## config.mk

```make
export PLATFORM = sky130hd
export DESIGN_NAME = spi_reg_bridge
export DESIGN_NICKNAME = d
export VERILOG_FILES = /design/src/rtl/spi_bridge_pkg.sv /design/src/rtl/sb_spi_front.sv /design/src/rtl/sb_flags.sv /design/src/rtl/sb_req_port.sv /design/src/rtl/spi_reg_bridge.sv
export SDC_FILE = /design/constraint.sdc
export NUM_CORES = 1
export LEC_CHECK = 0
export ABC_AREA = 0
export BUFFER_PORTS_ARGS = -buffer_cell sky130_fd_sc_hd__clkbuf_2
export CAP_MARGIN = 5
export CORE_MARGIN = 4
export CORE_UTILIZATION = 50
export DETAILED_ROUTE_END_ITERATION = 7
export HOLD_SLACK_MARGIN = 0.12
export PLACE_DENSITY = 0.67
export SYNTH_ARGS = -nofsm -noshare
export SYNTH_HDL_FRONTEND = slang
export SYNTH_HIERARCHICAL = 1
export SYNTH_SLANG_ARGS = --single-unit
```

## constraint.sdc

```tcl
create_clock -name clk -period 3.7 [get_ports clk]
set_input_delay 0.185 -clock clk [delete_from_list [all_inputs] [get_ports clk]]
set_output_delay 0.185 -clock clk [all_outputs]
set_load 0.01 [all_outputs]
```

## src/rtl/spi_bridge_pkg.sv

```systemverilog
`timescale 1ns/1ps
package spi_bridge_pkg;
  localparam int WORD_W = 32;
  localparam int CNT_W  = $clog2(WORD_W);
  localparam int FLAG_W = 16;

  localparam logic [31:0] CMD_BURST_WR = 32'h0000_0011;
  localparam logic [31:0] CMD_CTRL_WR  = 32'h0003_0011;
  localparam logic [31:0] CMD_STATUS   = 32'h0000_00FF;
  localparam logic [15:0] RD_OPCODE    = 16'h0077;
  localparam logic [31:0] RD_GO_TOKEN  = 32'h0000_00AA;
  localparam logic [15:0] STATUS_ID    = 16'h1608;

  localparam int FL_WERR  = 0;
  localparam int FL_WOVF  = 1;
  localparam int FL_WUNF  = 2;
  localparam int FL_RERR  = 8;
  localparam int FL_RUND  = 9;
  localparam int FL_PRERR = 10;

  typedef enum logic [3:0] {
    S_CMD, S_WADDR, S_WDATA, S_CDATA, S_RADDR,
    S_RDUMMY, S_RBEGIN, S_RDATA, S_QDATA, S_SKIP
  } op_state_e;

  // bit position inside the word for the n-th bit on the wire
  function automatic logic [CNT_W-1:0] wire_bit(input logic [CNT_W-1:0] n);
    return {n[CNT_W-1:3], ~n[2:0]};
  endfunction
endpackage

```

## src/rtl/sb_spi_front.sv

```systemverilog
`timescale 1ns/1ps
module sb_spi_front
  import spi_bridge_pkg::*;
#(
  parameter int SYNC_STAGES = 2
) (
  input  logic              clk,
  input  logic              rst_n,
  input  logic              spi_sclk,
  input  logic              spi_cs_n,
  input  logic              spi_mosi,
  output logic              spi_miso,
  input  logic              tx_load,
  input  logic [WORD_W-1:0] tx_word,
  output logic              word_done,
  output logic [WORD_W-1:0] rx_word,
  output logic              frame_end,
  output logic              frame_mid
);
  logic [SYNC_STAGES-1:0] sclk_sr, cs_sr, mosi_sr;
  logic                   sclk_prev, cs_prev;
  logic [CNT_W-1:0]       bit_cnt;
  logic [WORD_W-1:0]      rx_q, tx_q;
  logic                   sclk_s, cs_s, mosi_s, sclk_rise;

  assign sclk_s    = sclk_sr[SYNC_STAGES-1];
  assign cs_s      = cs_sr[SYNC_STAGES-1];
  assign mosi_s    = mosi_sr[SYNC_STAGES-1];
  assign sclk_rise = sclk_s & ~sclk_prev;

  always_ff @(posedge clk or negedge rst_n) begin
    if (!rst_n) begin
      sclk_sr <= '0;
      cs_sr   <= '1;
      mosi_sr <= '0;
    end else begin
      sclk_sr <= {sclk_sr[SYNC_STAGES-2:0], spi_sclk};
      cs_sr   <= {cs_sr[SYNC_STAGES-2:0], spi_cs_n};
      mosi_sr <= {mosi_sr[SYNC_STAGES-2:0], spi_mosi};
    end
  end

  always_ff @(posedge clk or negedge rst_n) begin
    if (!rst_n) begin
      sclk_prev <= 1'b0;
      cs_prev   <= 1'b1;
      bit_cnt   <= '0;
      rx_q      <= '0;
      tx_q      <= '0;
      word_done <= 1'b0;
      frame_end <= 1'b0;
      frame_mid <= 1'b0;
    end else begin
      sclk_prev <= sclk_s;
      cs_prev   <= cs_s;
      word_done <= 1'b0;
      frame_end <= 1'b0;
      if (cs_s) begin
        bit_cnt <= '0;
        if (!cs_prev) begin
          frame_end <= 1'b1;
          frame_mid <= (bit_cnt != '0);
        end
      end else if (sclk_rise) begin
        rx_q[wire_bit(bit_cnt)] <= mosi_s;
        bit_cnt <= bit_cnt + 1'b1;
        if (bit_cnt == CNT_W'(WORD_W - 1)) word_done <= 1'b1;
      end
      if (tx_load) tx_q <= tx_word;
    end
  end

  assign rx_word  = rx_q;
  assign spi_miso = tx_q[wire_bit(bit_cnt)];
endmodule

```

## src/rtl/sb_flags.sv

```systemverilog
`timescale 1ns/1ps
module sb_flags
  import spi_bridge_pkg::*;
(
  input  logic              clk,
  input  logic              rst_n,
  input  logic [FLAG_W-1:0] set_i,
  input  logic              take_i,
  output logic [FLAG_W-1:0] flags_o
);
  always_ff @(posedge clk or negedge rst_n) begin
    if (!rst_n) flags_o <= '0;
    else        flags_o <= (take_i ? '0 : flags_o) | set_i;
  end
endmodule

```

## src/rtl/sb_req_port.sv

```systemverilog
`timescale 1ns/1ps
module sb_req_port
  import spi_bridge_pkg::*;
(
  input  logic              clk,
  input  logic              rst_n,
  input  logic              issue_i,
  input  logic              issue_write_i,
  input  logic [WORD_W-1:0] issue_addr_i,
  input  logic [WORD_W-1:0] issue_data_i,
  output logic              req_valid,
  input  logic              req_ready,
  output logic              req_write,
  output logic [WORD_W-1:0] req_addr,
  output logic [WORD_W-1:0] req_wdata
);
  always_ff @(posedge clk or negedge rst_n) begin
    if (!rst_n) begin
      req_valid <= 1'b0;
      req_write <= 1'b0;
      req_addr  <= '0;
      req_wdata <= '0;
    end else if (req_valid) begin
      if (req_ready) req_valid <= 1'b0;
    end else if (issue_i) begin
      req_valid <= 1'b1;
      req_write <= issue_write_i;
      req_addr  <= issue_addr_i;
      req_wdata <= issue_data_i;
    end
  end
endmodule

```

## src/rtl/spi_reg_bridge.sv

```systemverilog
`timescale 1ns/1ps
module spi_reg_bridge
  import spi_bridge_pkg::*;
#(
  parameter int MAX_OP_BYTES = 60000,
  parameter int SYNC_STAGES  = 2
) (
  input  logic        clk,
  input  logic        rst_n,
  input  logic        spi_sclk,
  input  logic        spi_cs_n,
  input  logic        spi_mosi,
  output logic        spi_miso,
  output logic        req_valid,
  input  logic        req_ready,
  output logic        req_write,
  output logic [31:0] req_addr,
  output logic [31:0] req_wdata,
  input  logic        rsp_valid,
  input  logic [31:0] rsp_rdata,
  output logic [31:0] ctrl0
);
  localparam logic [15:0] MAX_WORDS = 16'(MAX_OP_BYTES / 4);

  op_state_e         state;
  logic              word_done, frame_end, frame_mid;
  logic [WORD_W-1:0] rx_word, tx_word;
  logic              tx_load;
  logic [FLAG_W-1:0] flag_set, flags_q;
  logic              flag_take;
  logic              iss, iss_w;
  logic [WORD_W-1:0] iss_a, iss_d;
  logic [WORD_W-1:0] addr_q, fetch_addr, rbuf, ctrl0_q;
  logic [15:0]       left_q, fetch_left, rd_count;
  logic              rbuf_v, rd_out, drop_q;
  logic              is_read_cmd, consume, fetch_ok;

  sb_spi_front #(.SYNC_STAGES(SYNC_STAGES)) u_front (
    .clk, .rst_n, .spi_sclk, .spi_cs_n, .spi_mosi, .spi_miso,
    .tx_load, .tx_word, .word_done, .rx_word, .frame_end, .frame_mid
  );

  sb_flags u_flags (
    .clk, .rst_n, .set_i(flag_set), .take_i(flag_take), .flags_o(flags_q)
  );

  sb_req_port u_req (
    .clk, .rst_n, .issue_i(iss), .issue_write_i(iss_w), .issue_addr_i(iss_a),
    .issue_data_i(iss_d), .req_valid, .req_ready, .req_write, .req_addr, .req_wdata
  );

  assign is_read_cmd = (rx_word[15:0] == RD_OPCODE);
  assign rd_count    = (rx_word[31:16] > MAX_WORDS) ? MAX_WORDS : rx_word[31:16];
  assign consume     = word_done && left_q != '0 &&
                       ((state == S_RBEGIN && rx_word == RD_GO_TOKEN) || state == S_RDATA);
  assign fetch_ok    = !word_done && !frame_end && fetch_left != '0 && !rbuf_v &&
                       !rd_out && !req_valid && !drop_q &&
                       (state == S_RDUMMY || state == S_RBEGIN || state == S_RDATA);

  always_comb begin
    flag_set  = '0;
    flag_take = 1'b0;
    tx_load   = 1'b0;
    tx_word   = '0;
    iss       = 1'b0;
    iss_w     = 1'b0;
    iss_a     = fetch_addr;
    iss_d     = rx_word;
    if (frame_end) begin
      tx_load = 1'b1;
      if (frame_mid && (state == S_WADDR || state == S_WDATA || state == S_CDATA))
        flag_set[FL_WUNF] = 1'b1;
    end else if (word_done) begin
      tx_load = 1'b1;
      case (state)
        S_CMD: begin
          if (rx_word == CMD_STATUS) begin
            tx_word   = {STATUS_ID, flags_q};
            flag_take = 1'b1;
          end else if (is_read_cmd && rx_word[31:16] > MAX_WORDS) begin
            flag_set[FL_RUND] = 1'b1;
          end
        end
        S_WDATA: begin
          if (left_q == '0) flag_set[FL_WOVF] = 1'b1;
          else if (req_valid) flag_set[FL_WERR] = 1'b1;
          else begin
            iss   = 1'b1;
            iss_w = 1'b1;
            iss_a = addr_q;
          end
        end
        S_RBEGIN, S_RDATA: begin
          if (state == S_RBEGIN && rx_word != RD_GO_TOKEN) flag_set[FL_PRERR] = 1'b1;
          else if (consume) begin
            if (rbuf_v) tx_word = rbuf;
            else        flag_set[FL_RERR] = 1'b1;
          end
        end
        default: ;
      endcase
    end else if (fetch_ok) begin
      iss = 1'b1;
    end
  end

  always_ff @(posedge clk or negedge rst_n) begin
    if (!rst_n) begin
      state      <= S_CMD;
      addr_q     <= '0;
      fetch_addr <= '0;
      left_q     <= '0;
      fetch_left <= '0;
      rbuf       <= '0;
      rbuf_v     <= 1'b0;
      rd_out     <= 1'b0;
      drop_q     <= 1'b0;
      ctrl0_q    <= '0;
    end else begin
      if (req_valid && req_ready && !req_write) rd_out <= 1'b1;
      if (rsp_valid) begin
        rd_out <= 1'b0;
        if (drop_q) drop_q <= 1'b0;
        else begin
          rbuf   <= rsp_rdata;
          rbuf_v <= 1'b1;
        end
      end
      if (fetch_ok) begin
        fetch_left <= fetch_left - 1'b1;
        fetch_addr <= fetch_addr + 32'd4;
      end
      if (frame_end) begin
        state      <= S_CMD;
        rbuf_v     <= 1'b0;
        fetch_left <= '0;
        drop_q     <= (rd_out && !rsp_valid) || (req_valid && !req_write) ||
                      (drop_q && !rsp_valid);
      end else if (word_done) begin
        case (state)
          S_CMD: begin
            if (rx_word == CMD_BURST_WR) begin
              state  <= S_WADDR;
              left_q <= MAX_WORDS;
            end else if (rx_word == CMD_CTRL_WR) state <= S_CDATA;
            else if (rx_word == CMD_STATUS)      state <= S_QDATA;
            else if (is_read_cmd) begin
              state      <= S_RADDR;
              left_q     <= rd_count;
              fetch_left <= rd_count;
            end else state <= S_SKIP;
          end
          S_WADDR: begin
            addr_q <= rx_word;
            state  <= S_WDATA;
          end
          S_WDATA: begin
            if (left_q != '0) begin
              left_q <= left_q - 1'b1;
              addr_q <= addr_q + 32'd4;
            end
          end
          S_CDATA: begin
            ctrl0_q <= rx_word;
            state   <= S_SKIP;
          end
          S_RADDR: begin
            fetch_addr <= rx_word;
            state      <= S_RDUMMY;
          end
          S_RDUMMY: state <= S_RBEGIN;
          S_RBEGIN: state <= (rx_word == RD_GO_TOKEN) ? S_RDATA : S_SKIP;
          default:  state <= (state == S_RDATA) ? S_RDATA : S_SKIP;
        endcase
        if (consume) begin
          left_q <= left_q - 1'b1;
          if (rbuf_v) rbuf_v <= 1'b0;
        end
      end
    end
  end

  assign ctrl0 = ctrl0_q;
endmodule

```

# Yosys cells after proc, flatten, opt, wreduce, memory -nomap -nowiden
# Index checks and enable logic that the tools add are counted.
# op_classes
n_addsub	5
magnitude_cmp	3
n_eq_ne	20
muxes	103
n_bitwise	9
reduce_logical	54
# op_table
cell	count
$mux 32	14
$mux 16	16
$pmux 32 s2	2
$add 32x3->32 const B	2
$eq 32x8->1 const B	2
$mux 1	50
$bwmux 32	1
$eq 32x18->1 const B	1
$eq 32x5->1 const B	1
$mux 4	8
$ne 32x8->1 const B	1
$pmux 16 s2	1
$reduce_bool 16->1	2
$sub 16x1->16 const B	2
$mux 29	1
$pmux 4 s7	1
$logic_and 1x1->1	19
$eq 16x7->1 const B	1
$eq 4x3->1 const B	4
$gt 16x14->1 const B	1
$logic_not 16->1	1
$or 16x11->16	1
$ne 4x4->1 const B	3
$mux 5	2
other kinds (26)	57
# totals
ff_bits	329
in_bits	39
output_inout_bits	99

# Longest topological paths before layout
# logic_depth
word_depth	16
ltp_mapped	12

# Modules after synthesis
# Netlist, hierarchy kept.
# by_module_without_submodules
module	n_inst	cells_per_inst	area_each_um2	seq_area_each_um2
spi_reg_bridge	1	1015	9598.0	4179.0
sb_spi_front	1	258	3473.3	2005.7
sb_req_port	1	141	2721.4	1651.6
sb_flags	1	34	543.0	400.4

# Least setup slack after synthesis
# No wires, ideal clock.
# synth_timing
path_kind	register to register
startpoint	register state[2]
endpoint	register u_req.req_addr[0]
t_arrival_ps	3010
required_time_ps	3575
path_slack_ps	565
stages_incl_launch_ff	13
path_cell_list	dfrtp_1 or2_2 clkbuf_1 or2_2 clkbuf_1 o21ai_1 nor3_1 clkbuf_1 or2_2 nor2b_4 buf_12 buf_12 mux2_4
# synth_between
elab_chain_len	8
elab_cells_between_ends	15
classes_between	eq/ne: 4; mux: 7; reduce/logical: 4
# synth_rtl
item	line_no	source
start, declared	spi_reg_bridge.sv:25	op_state_e state;
start signal, assigned	spi_reg_bridge.sv:172	S_RBEGIN: state <= (rx_word == RD_GO_TOKEN) ? S_RDATA : S_SKIP;
start signal, assigned	spi_reg_bridge.sv:173	default: state <= (state == S_RDATA) ? S_RDATA : S_SKIP;
$eq 4x3->1	spi_reg_bridge.sv:58	(state == S_RDUMMY || state == S_RBEGIN || state == S_RDATA);
$logic_or 1x1->1 (2 in a row)	spi_reg_bridge.sv:58	
$logic_and 1x1->1	spi_reg_bridge.sv:57	!rd_out && !req_valid && !drop_q &&
$mux 1	spi_reg_bridge.sv:102	end else if (fetch_ok) begin
$mux 1 *	spi_reg_bridge.sv:73	end else if (word_done) begin
$mux 1 *	spi_reg_bridge.sv:69	if (frame_end) begin
named net iss	spi_reg_bridge.sv:31	logic iss, iss_w;
$reduce_and 2->1 (no line) *	-	
end signal, assigned	sb_req_port.sv:28	req_addr <= issue_addr_i;
end, declared	sb_req_port.sv:14	output logic [WORD_W-1:0] req_addr,
# Mark *: on every way through the listed nets, which the timed path passes. The rest lies on a longest branch.
# A chain may end at the register's enable or synchronous reset.

# Final worst setup path
# layout_timing
startpoint	register left_q[0]
endpoint	register left_q[1]
# layout_between
elab_chain_len	5
elab_cells_between_ends	13
classes_between	add/sub: 1; eq/ne: 4; mux: 3; reduce/logical: 5
# layout_rtl
item	line_no	source
start, declared	spi_reg_bridge.sv:34	logic [15:0] left_q, fetch_left, rd_count;
start signal, assigned	spi_reg_bridge.sv:149	left_q <= rd_count;
start signal, assigned	spi_reg_bridge.sv:159	left_q <= left_q - 1'b1;
start signal, assigned	spi_reg_bridge.sv:176	left_q <= left_q - 1'b1;
branches (longest 5 deep; another with $sub 16x1->16)	-	
# Parallel ways; which one is timed is not known. The select of a mux whose other input is x is not followed.

==> results.py <==
metrics = {
    "detailed_routing": {
        "route.detailed.drc": 0,
        "routed_via_density": 5.88,
        "first_iter_violations": 979,
        "num_vias": 12217,
        "wl_per_cell_um": 20.0,
        "drt-total-wl_um": 41500,
        "drt_first_pass_iters": 5,
        "drtAntennaViolNets": 0,
    },
    "worst_setup_path": {
        "crit_chain": "inv_1 > ha_1 > nor4b_2 > buf_4 > nand4_1 > a31oi_1 > a21boi_1 > mux2_2 > mux2i_1",
        "crit_path_end_kind": "register",
        "cp-startpoint": "left_q[0]",
        "cpPeakStageDelay_ns": 1.03,
        "path_max_fanout": 16,
        "required_ns": 4.13,
        "startpoint_type": "register",
        "crit_family": "compound AO/OA/AOI/OAI gates",
        "worst-setup-path-type": "register to register",
        "worst-path-buf-inv": 2,
        "critPathSlowestCell": "a21boi_1",
        "reg2reg_from": "left_q[0]",
        "cp.arrival_ns": 3.67,
    },
    "global_route": {
        "gr-total-overflow": 0,
        "grt_first_pass_wirelength_um": 67000,
        "grtUsageTotal": 0.231,
        "grt_pass1_vias": 12163,
        "grt_max_degree": 109,
        "antenna_found_initial": 0,
    },
    "timing": {
        "fin_skew_ns": 0.0159,
        "min_period_ns": 3.23,
        "max_freq_mhz": 310,
        "slew_headroom": 0.146,
        "finalHoldViolCount": 0,
        "setup_tns_ns": 0,
        "worst_pin_slew_ns": 1.28,
        "finalSetupViolations": 0,
        "fin_crit_sh": 0.873,
        "rsz0062_at_grt": "false",
        "holdWs_ns": 0.272,
        "maxSlewViolCount": 0,
    },
    "pwr": {
        "leakagePower_nw": 8.88,
        "power_frac_seq": 0.501,
        "p_sw_mw": 1.64,
        "combinationalPowerShare": 0.037,
        "sw_frac_of_total": 0.220,
        "intPower_mw": 5.84,
        "power_density_nw_per_um2": 394,
        "total_power_mw": 7.49,
        "ir_drop_uv": 343,
        "clock_power_share": 0.462,
    },
    "placed_design": {
        "placement.io_buffers": 137,
        "dpl.hpwl_um": 27700,
        "place_area_sq_um": 17500,
        "routabilityCongestion": 0.876,
    },
    "finish": {
        "final_common_cell": "dfrtp_1",
        "nets": 1668,
        "final_cell_area_sq_um": 19000,
        "final_cell_mix": "dfrtp_1 (326), mux2_2 (171), clkbuf_2 (136)",
        "final_layout_size_suffix_gt1_frac": 0.297,
        "area.growth.synth_to_final_pct": 16.3,
        "n_antenna_cell": 0,
    },
    "run_status": {
        "status": "finished, final reports clean",
    },
    "logic_synthesis": {
        "synth_edf_count": 0,
        "synth_area_sq_um": 16300,
        "yosys-top-cells-area": "dfrtp_1 (50%), mux2_2 (12%), mux2_4 (4.6%), nor2_1 (2.9%), a21oi_1 (2.6%)",
        "ys_async_sr_fraction": 1.00,
        "ys_seq_area_frac": 0.504,
        "synth.avg_cell_area_sq_um": 11.3,
        "ys_ff_latch": 329,
        "yosys_warnings": 6,
        "syn_inst": 1448,
        "synth.largest_area_cell": "dfrtp_1",
        "synth_flop_cell": "dfrtp_1",
        "yosysUniqueCellTypes": 82,
        "synth_top_area_frac": 0.499,
    },
    "cts": {
        "clkTransAtPathRegs_ns": 0.06,
        "cts-resized-gates": 0,
        "cts_buffer_depth": 3,
        "numCtsBuffers": 36,
        "clk_latency_ns": 0.52,
        "cts_sinks": 329,
        "cts-htree-levels": 2,
        "root_buffer": "clkbuf_16",
        "cts_tree": "built",
    },
    "floorplan": {
        "initial_core_util": 0.512,
        "die_w_um": 189,
        "die_h_um": 189,
        "rows": 65,
        "die-area_sq_um": 35600,
        "io_pins": 138,
        "core_sq_um": 31900,
    },
    "flow_run": {
        "maxCapViolCount": 0,
    },
    "worst_hold_path": {
        "hp-class": "input pin to async pin",
    },
}
==> registers in the layout, indices dropped and copies added, names as in the netlist, 5 cells and up <==
signal and cells:
addr_q 32, ctrl0 32, fetch_addr 32, fetch_left 16, left_q 16, rbuf 32, u_flags/flags_o 16, u_front/bit_cnt 5
u_front/rx_word 32, u_front/tx_q 32, u_req/req_addr 32, u_req/req_wdata 32
==> layer usage <==
metal,global-route usage,wire [um],up-vias
li1,-,-,5599
met1,0.341,18800,6137
met2,0.362,19000,424
met3,0.0389,2830,57
met4,0.0527,777,0
met5,0,0,-
==> per-stage QoR <==
stage / utilization / setup WS [ns] / cells
global placement: 0.548 / 0.585 / 1979
finish: 0.596 / 0.469 / 2079
floorplan: - / 0.565 / 1457
detailed placement: 0.548 / 0.529 / 1979
global route: 0.596 / 0.174 / 2079
CTS: 0.596 / 0.507 / 2079
==> cell families after synthesis <==
family          count (synthesis)  share of synthesized area
xor+xnor                       45                     0.0241
compound gates                270                      0.111
flops                         329                      0.504
mux                           245                      0.181
other cells                     1                   0.000230
fa+ha+maj                       9                    0.00689
buf+inv                       115                     0.0364
simple gates                  434                      0.136
==> synth_stat cells (all sizes together) (10+ instances only) <==
master  count
nor2      126
xnor2      32
a211oi     11
mux2i      18
or3        14
nand4      18
o21ai      45
nand2      78
mux2      224
and3       14
nor2b      10
and2       22
o211ai     17
and4       11
o22ai      14
buf        32
inv        27
nand3      43
xor2       13
a21o       22
a21oi      86
nor3       42
dfrtp     326
nor4       22
clkbuf     56
a22o       19
==> worst register-to-register path, delay by kind of cell (launching register included) <==
| kind | cells | cell delay [ns] |
|---|---|---|
| AOI/OAI and AO/OA | 2 | 1.32 |
| muxes | 2 | 0.56 |
| and+or+nand+nor | 2 | 0.43 |
| DFF | 1 | 0.40 |
| buffers and inverters | 2 | 0.25 |
| adders and majority gates | 1 | 0.20 |
==> power groups by stage <==
stage                     Combinational, mW  Sequential, mW  Clock [mW]
after floorplan                       0.135            3.77           0
after detailed placement              0.252            3.82           0
after global routing                  0.315            3.76        3.68
after CTS                             0.284            3.75        3.53
after global placement                0.248            3.81           0
final                                 0.278            3.75        3.46
==> area by class of cell <==
class	instances	area, sq um
fill	2705	12900
tap	435	544
clock buffer	55	1090
timing repair buffer	213	1400
multi-input combinational	1013	7570
clock inverter	7	50.0
inverter	27	101
sequential	329	8240
==> what timing repair did <==
| action | CTS | global route |
|---|---|---|
| endpoints found under the hold margin | 123 | 0 |
| endpoints found under the setup margin | 0 | 0 |
| buffers inserted | 0 | 0 |
| hold buffers | 38 | 0 |
==> path summary, 6_finish.rpt <==
| path | end | slack [ns] | depth (start not counted) |
|---|---|---|---|
| worst max-delay path | left_q[1] | 0.47 | 9 |
| worst min-delay path | left_q[3] | 0.27 | 2 |
| worst max register to register | left_q[1] | 0.47 | 9 |
| worst min register to register | u_front/sclk_sr[1] | 0.35 | 0 |
| max in group asynchronous | u_front/rx_word[11] | 2.35 | 3 |
| min in group clk | u_front/cs_sr[0] | 0.30 | 2 |
No activity file was read; power rests on OpenSTA's default activity.
